$ cat src/rtl/xfa_pkg.sv
package xfa_pkg;

  localparam int NSTEP = 6;

  typedef logic [5:0] cause_t;

  typedef enum logic [1:0] {
    ACC_FETCH = 2'b00,
    ACC_LOAD  = 2'b01,
    ACC_STORE = 2'b10,
    ACC_RSVD  = 2'b11
  } acc_e;

  typedef enum logic [1:0] {
    KIND_AF  = 2'd0,
    KIND_PF  = 2'd1,
    KIND_GPF = 2'd2
  } fault_kind_e;

  localparam cause_t CAUSE_ILLEGAL = 6'd2;
  localparam cause_t CAUSE_VIRTUAL = 6'd22;

  // Kind of fault raised at each walk step (index = rank, 0 highest).
  function automatic fault_kind_e step_kind(input int idx);
    case (idx)
      0, 2:    return KIND_AF;
      3:       return KIND_PF;
      default: return KIND_GPF;
    endcase
  endfunction

  // Cause code for a translation fault kind under an access type.
  function automatic cause_t xlate_cause(input fault_kind_e k, input acc_e a);
    cause_t c;
    case (k)
      KIND_AF:  c = (a == ACC_FETCH) ? 6'd1  : (a == ACC_LOAD) ? 6'd5  : 6'd7;
      KIND_PF:  c = (a == ACC_FETCH) ? 6'd12 : (a == ACC_LOAD) ? 6'd13 : 6'd15;
      default:  c = (a == ACC_FETCH) ? 6'd20 : (a == ACC_LOAD) ? 6'd21 : 6'd23;
    endcase
    return c;
  endfunction

  function automatic logic is_guest_cause(input cause_t c);
    return (c == 6'd20) || (c == 6'd21) || (c == 6'd23);
  endfunction

endpackage

$ cat src/rtl/xfa_rank.sv
module xfa_rank #(
  parameter int N = 6
) (
  input  logic [N-1:0] req,
  output logic [N-1:0] grant,
  output logic         any
);
  // Chain of "a higher step already fired" flags; bit 0 is highest rank.
  logic [N-1:0] blocked;

  assign blocked[0] = 1'b0;
  assign grant[0]   = req[0];

  for (genvar i = 1; i < N; i++) begin : g_chain
    assign blocked[i] = blocked[i-1] | req[i-1];
    assign grant[i]   = req[i] & ~blocked[i];
  end

  assign any = |req;
endmodule

$ cat src/rtl/xfa_cause_sel.sv
module xfa_cause_sel
  import xfa_pkg::*;
(
  input  logic [NSTEP-1:0] grant,
  input  logic             xlate_any,
  input  acc_e             acc,
  input  logic             dec_illegal,
  input  logic             dec_virtual,
  output cause_t           cause,
  output logic             take_fault,
  output logic             gpf_taken,
  output logic             dec_wins
);
  cause_t xl_cause;
  logic   xl_gpf;
  logic   dec_any;
  logic   fetch_xlate;

  always_comb begin
    xl_cause = '0;
    xl_gpf   = 1'b0;
    for (int i = 0; i < NSTEP; i++) begin
      if (grant[i]) begin
        xl_cause = xl_cause | xlate_cause(step_kind(i), acc);
        if (step_kind(i) == KIND_GPF) xl_gpf = 1'b1;
      end
    end
  end

  assign dec_any     = dec_illegal | dec_virtual;
  // A faulting fetch never delivers bits to decode, so decode flags drop.
  assign fetch_xlate = (acc == ACC_FETCH) && xlate_any;
  assign dec_wins    = dec_any && !fetch_xlate;
  assign take_fault  = dec_any | xlate_any;
  assign gpf_taken   = !dec_wins && xl_gpf;
  assign cause       = dec_wins ? (dec_illegal ? CAUSE_ILLEGAL : CAUSE_VIRTUAL)
                                : xl_cause;
endmodule

$ cat src/rtl/xlate_fault_arb.sv
module xlate_fault_arb
  import xfa_pkg::*;
#(
  parameter int VA_W  = 64,
  parameter int GPA_W = 56
) (
  input  logic             clk,
  input  logic             rst_n,
  input  logic             in_valid,
  output logic             in_ready,
  input  logic [1:0]       in_acc,
  input  logic [5:0]       in_step_flt,
  input  logic             in_dec_illegal,
  input  logic             in_dec_virtual,
  input  logic [VA_W-1:0]  in_gva,
  input  logic [GPA_W-1:0] in_gpa,
  output logic             out_valid,
  input  logic             out_ready,
  output logic             out_no_fault,
  output logic [5:0]       out_cause,
  output logic [VA_W-1:0]  out_gva,
  output logic [GPA_W-1:0] out_gpa_sh
);

  function automatic logic [GPA_W-1:0] gpa_report(input logic [GPA_W-1:0] g);
    return g >> 2;
  endfunction

  logic [NSTEP-1:0] step_grant;
  logic             xlate_any;
  cause_t           sel_cause;
  logic             take_fault;
  logic             gpf_taken;
  logic             dec_wins;
  logic             accept;

  xfa_rank #(.N(NSTEP)) u_rank (
    .req   (in_step_flt),
    .grant (step_grant),
    .any   (xlate_any)
  );

  xfa_cause_sel u_sel (
    .grant       (step_grant),
    .xlate_any   (xlate_any),
    .acc         (acc_e'(in_acc)),
    .dec_illegal (in_dec_illegal),
    .dec_virtual (in_dec_virtual),
    .cause       (sel_cause),
    .take_fault  (take_fault),
    .gpf_taken   (gpf_taken),
    .dec_wins    (dec_wins)
  );

  assign in_ready = !out_valid || out_ready;
  assign accept   = in_valid && in_ready;

  always_ff @(posedge clk or negedge rst_n) begin
    if (!rst_n) begin
      out_valid    <= 1'b0;
      out_no_fault <= 1'b0;
      out_cause    <= '0;
      out_gva      <= '0;
      out_gpa_sh   <= '0;
    end else if (accept) begin
      out_valid    <= 1'b1;
      out_no_fault <= !take_fault;
      if (take_fault) begin
        out_cause  <= sel_cause;
        out_gva    <= in_gva;
        out_gpa_sh <= gpf_taken ? gpa_report(in_gpa) : '0;
      end
    end else if (out_ready) begin
      out_valid <= 1'b0;
    end
  end

  // at most one walk step wins
  a_r1_single_grant: assert property (@(posedge clk) disable iff (!rst_n)
    $onehot0(step_grant));

  // a faulting fetch never reports a decode cause
  a_r5_fetch_masks_decode: assert property (@(posedge clk) disable iff (!rst_n)
    accept && (in_acc == 2'b00) && (|in_step_flt)
    |=> !out_no_fault && out_cause != 6'd2 && out_cause != 6'd22);

  // a decode fault on a load/store beats translation
  a_r6_decode_first: assert property (@(posedge clk) disable iff (!rst_n)
    accept && (in_acc != 2'b00) && (in_dec_illegal || in_dec_virtual)
    |=> out_cause == 6'd2 || out_cause == 6'd22);

  // shifted address has cleared top bits, and is zero for non-guest causes
  a_r4_gpa_shift_top: assert property (@(posedge clk) disable iff (!rst_n)
    out_valid && !out_no_fault |-> out_gpa_sh[GPA_W-1 -: 2] == 2'b00);

  a_r4_gpa_zero_other: assert property (@(posedge clk) disable iff (!rst_n)
    out_valid && !out_no_fault && !is_guest_cause(out_cause) |-> out_gpa_sh == '0);

  // a flag-free request leaves the report registers untouched
  a_r8_no_fault_hold: assert property (@(posedge clk) disable iff (!rst_n)
    accept && !(|in_step_flt) && !in_dec_illegal && !in_dec_virtual
    |=> out_no_fault && $stable(out_cause) && $stable(out_gva) && $stable(out_gpa_sh));

  // stalled result holds
  a_r9_stall_hold: assert property (@(posedge clk) disable iff (!rst_n)
    out_valid && !out_ready
    |=> out_valid && $stable(out_cause) && $stable(out_no_fault) && $stable(out_gva));

endmodule

$ cat config.mk
export PLATFORM = sky130hd
export DESIGN_NAME = xlate_fault_arb
export DESIGN_NICKNAME = d
export VERILOG_FILES = /design/src/rtl/xfa_pkg.sv /design/src/rtl/xfa_rank.sv /design/src/rtl/xfa_cause_sel.sv /design/src/rtl/xlate_fault_arb.sv
export SDC_FILE = /design/constraint.sdc
export NUM_CORES = 1
export LEC_CHECK = 0
export BUFFER_PORTS_ARGS = -buffer_cell sky130_fd_sc_hd__buf_2
export CORE_MARGIN = 2
export CORE_UTILIZATION = 34
export CTS_CLUSTER_SIZE = 30
export DETAILED_ROUTE_END_ITERATION = 8
export PLACE_DENSITY_LB_ADDON = 0.08
export SLEW_MARGIN = 20
export SYNTH_ARGS = -nofsm -noshare
export SYNTH_HDL_FRONTEND = slang
export SYNTH_HIERARCHICAL = 1
export SYNTH_SLANG_ARGS = --single-unit
$ cat constraint.sdc
create_clock -name clk -period 1.9 [get_ports clk]
set_input_delay 0.19 -clock clk [delete_from_list [all_inputs] [get_ports clk]]
set_output_delay 0.19 -clock clk [all_outputs]
set_load 0.1 [all_outputs]
# Word-level counts from Yosys, hierarchy flattened
# Cells that the tools add are included.
# word_totals
wordCells,104
out_inout_bits,129
in_bits,134
ff_bits,128
# classes
eq_ne,13
n_mux,46
reduce_logical,19
bitwise,21
# ops
operator,count
$mux W6,12
$pmux W6 S2,6
$mux W54,1
$or A6 B6 Y6,5
$mux W2,11
$eq A2 B1 Y1 const B,7
$logic_not A2 Y1,7
$mux W1,14
$eq A2 B2 Y1 const B,6
$or A1 B1 Y1,6
$reduce_or A6 Y1,1
$and A1 B1 Y1,5
$mux W5,1
$not A1 Y1,5
$logic_and A1 B1 Y1,4
$logic_not A1 Y1,4
$mux W3,1
$reduce_and A2 Y1,1
$reduce_bool A2 Y1,1
$logic_or A1 B1 Y1,1

# Depth between registers and ports, before layout
# depth
word_depth,17
ltp_mapped,8
depth_no_buf,6

# Cells and area by module
# Netlist, hierarchy kept.
# by_module_without_submodules
mod,n_inst,seq_area_each_um2,cells_each,area_each_um2
xlate_fault_arb,1,3153.0,386,5126.2
xfa_cause_sel,1,0.0,18,117.6
xfa_rank,1,0.0,9,62.6

# Least setup slack after synthesis
# Ideal clock, no wire load.
# synth_path
path_kind,register to register
startpoint,register out_valid
endpoint,register out_gva[56]
path_slack_ps,-373
path_stages_with_launch,6
arrival_ps,2147
setup_ps,125
n_path_buf,2
cell_sequence,dfrtp_1 > nand2b_4 > and3_4 > buf_6 > buf_6 > mux2_2
# synth_via
elab_chain_cells,4
# synth_rtl
element,line_no,text
"start, declared",xlate_fault_arb.sv:17,"output logic out_valid,"
"start signal, assigned",xlate_fault_arb.sv:60,out_valid <= 1'b0;
"start signal, assigned",xlate_fault_arb.sv:66,out_valid <= 1'b1;
"start signal, assigned",xlate_fault_arb.sv:74,out_valid <= 1'b0;
$logic_not A1 Y1,xlate_fault_arb.sv:55,assign in_ready = !out_valid || out_ready;
$logic_or A1 B1 Y1,xlate_fault_arb.sv:55,
named net in_ready,xlate_fault_arb.sv:10,"output logic in_ready,"
$logic_and A1 B1 Y1,xlate_fault_arb.sv:56,assign accept = in_valid && in_ready;
$reduce_and A2 Y1 (no source line),-,
"end signal, assigned",xlate_fault_arb.sv:70,out_gva <= in_gva;
"end, declared",xlate_fault_arb.sv:21,"output logic [VA_W-1:0] out_gva,"
# The timed path passes the listed nets, and every way through them passes these cells.
# A chain may end at the register's enable or synchronous reset.

# Worst setup path in the final report
# layout_path
startpoint,input port in_step_flt[1]
endpoint,register out_gva[49]
# layout_via
elab_chain_cells,3
# layout_rtl
element,line_no,text
"start, declared",xlate_fault_arb.sv:12,"input logic [5:0] in_step_flt,"
$reduce_or A6 Y1,xfa_rank.sv:19,assign any = |req;
named net xlate_any,xlate_fault_arb.sv:30,logic xlate_any;
$or A1 B1 Y1,xfa_cause_sel.sv:34,assign take_fault = dec_any | xlate_any;
named net take_fault,xlate_fault_arb.sv:32,logic take_fault;
$reduce_and A2 Y1 (no source line),-,
# The timed path passes the listed nets, and every way through them passes these cells.

==> metrics <==
status=complete, but fails checks; failing checks=setup timing; Synth Instances=413; placed instance area=0.00690 mm²; placed cell count=857; Critical R2R Capture=out_gva[49]; diodes inserted=0; num ports=263; Die ar.=0.0166 mm²; Clk Latency, worst-skew pair=400 ps; Critical Path Fanout Max=37; gp weighted congestion=0.809; ratio of cells with drive above 1 in the final layout=54.3%; Clock H-tree levels=4; Slew @ Worst Pin=699 ps; Required @ worst endpoint=2180 ps; first-iteration detailed-routing DRC count=170; clock sink count=126; synth-to-layout area growth=45.3%; total power=9.91 mW; CTS tree=done; Core ar.=0.0152 mm²; final core occ=50.7%; DRT antenna net count=0; total CTS buffers=17; Synth Flop Type=dfrtp_1; HP Start=in_gva[12]; reg2reg path depth=4; Post-CTS Setup Inserts=0; DRC viols=0; clock tree buffer depth=2; Max Clock Freq=513 MHz; Nets=838; Hold Path Sink=out_gva[12]; aggregate global-route resource usage=15.7%; Setup-failing EPs final=35; initial antenna violation count=0; Power Dens Cells=1290 mW/mm²; Max Slew Vio Count=0; first-pass GRT wire length=20.1 mm; leakage power=3.91 nW; Routed WL=13.2 mm; vias in the first global route=4075; GR Layer Usage met2=26.2%; Setup crit start kind=primary input; standard-cell rows=45; top cells by area, synth=dfrtp_1, mux2_2, mux2i_1, inv_1, nand2_1; M1 GR Usage=18.3%; Hold Path Class=primary input to flip-flop; RSZ-0062 raised after global routing=yes; Tmin final=1950 ps; Most Used Layer, Global Route=met2; Starting Density=34.9%; Worst R2R Setup Slack=350 ps; post-route insts no fill=905; Via Count=4017; flops & latches, synth=126; Min Hold Slack=18.8 ps; clock slew at reported path FFs=60 ps; Post-synth top cells=dfrtp_1, mux2_2, mux2i_1, inv_1, nand2_1; YS warnings=6; worst vdd ir=0.565 mV; clock root cell=clkbuf_16; largest net degree at the start of global routing=127; Post-synth ARST share=100%; final worst setup slack=-48.0 ps; Post-Syn Area=0.00531 mm²; sequential share of the synthesized area=59.4%; Synth area leader=dfrtp_1; clock skew=4.61 ps; max-cap violation count=0; area share of the largest cell type after synthesis=59.4%; grt ovf=0; Pre-antenna DRT Iters=4; R2R Path Start=out_valid; die width=129 µm; Crit Path Class=primary input to flip-flop; max_slew headroom=53.4%; Die Span Y=129 µm; DR WL/cell=14.5 µm; EDFF count, synth=0; vias per cell=4.44; Critical Path End Type=flip-flop; Hold Vio Cnt, Final=0; post-route cell area=0.00771 mm²; part of the cycle the worst path needs=103%; IO Port Bufs=258; post-synth cell types=24; most frequent cell after synthesis=dfrtp_1; hold depth=2; syn_area_per_cell=12.8 µm²; met3 Track Usage GR=5.90%; post-DP HPWL=9.49 mm; crit path DAT=2230 ps
sequential cells by signal (all words and copies together) (netlist names):
signal        cells
out_no_fault      1
out_gpa_sh       54
out_gva          64
out_cause         6
out_valid         1
how the worst max path moves through the flow:
stage | startpoint | to | slack, ps | cells after the start
detailed placement | in_step_flt[1] | out_gva[55] | -450 | 7
global placement | in_step_flt[1] | out_gva[52] | -440 | 7
finish | in_step_flt[1] | out_gva[49] | -50 | 7
floorplan | in_step_flt[1] | out_gva[56] | -300 | 7
global route | in_step_flt[1] | out_gva[10] | -60 | 7
CTS | in_step_flt[1] | out_gva[58] | -20 | 7
where the power goes:
| part | internal, mW | leakage [nW] | total (mW) | switching [mW] |
|---|---|---|---|---|
| Combinational | 0.653 | 2.02 | 3.36 | 2.71 |
| Clock | 2.23 | 0.310 | 3.43 | 1.20 |
| Sequential | 2.98 | 1.58 | 3.12 | 0.137 |
metal layers:
layer  wire, µm  share of wire, %
met5          0                 0
met3       1160               8.8
met1       5370                41
met2       6420                49
met4        215               1.6
cell families (layout without fill, tap and decap cells):
logic type	count (synthesis)	in the layout	synth area share, %
multiplexers	126	126	25.4
buffers and inverters	79	382	7.85
other	2	3	0.142
AND/OR/NAND/NOR	74	74	6.39
flip-flops	126	126	59.4
AO/OA/AOI/OAI	6	6	0.778
worst max-delay path, stage by stage:
cell and delay (ps):
buf_6 90, or4_4 540, or3_4 380, or3_1 310, and3_4 190, buf_12 180
mux2_2 300
stage by stage:
stage	setup slack, ps	setup TNS (ps)
floorplan	-300	-36220
global placement	-444	-47190
detailed placement	-452	-47900
CTS	-21.3	-330
global route	-58.4	-1500
finish	-48.0	-667
what timing repair did:
action / 4_1_cts / 5_1_grt
setup endpoints to repair: 32 / 88
endpoints found under the hold margin: 141 / 0
gates resized for setup: 0 / 3
hold buffers: 16 / 0
cloned: 0 / 0
layout make-up:
| type | count | area [µm²] |
|---|---|---|
| Clock buffer | 18 | 439 |
| Inverter | 55 | 206 |
| Tap cell | 188 | 235 |
| Multi-Input combinational cell | 209 | 1760 |
| Sequential cell | 126 | 3150 |
| Clock inverter | 14 | 191 |
| Timing Repair Buffer | 295 | 1730 |
| Fill cell | 1387 | 7490 |
layout by cell type (no fill, tap or decap):
cell	netlist	routed
or3_4	0	1
buf_4	4	12
inv_1	55	55
nor3b_1	2	2
buf_12	0	8
clkinvlp_4	0	1
buf_6	14	3
nor2b_1	2	2
mux2_2	70	69
o31ai_1	1	1
bufinv_16	0	4
dfrtp_1	126	125
clkinv_4	0	4
mux2i_1	56	56
dfrtp_2	0	1
a21oi_1	2	2
buf_2	0	256
dlygate4sd3_1	0	16
nor2_4	0	1
and3_4	1	1
clkbuf_8	0	1
nor3_1	1	1
nor4b_1	1	1
mux2_4	0	1
o21ai_0	1	1
clkbuf_16	0	17
o21ba_1	1	1
nand2_1	54	54
or4_4	2	2
nor2_1	6	5
a21oi_2	1	1
nand2b_4	1	1
nand2b_1	2	2
or3_1	2	1
clkinv_2	0	4
inv_6	0	1
conb_1	2	3
No activity file was read; power rests on OpenSTA's default activity.
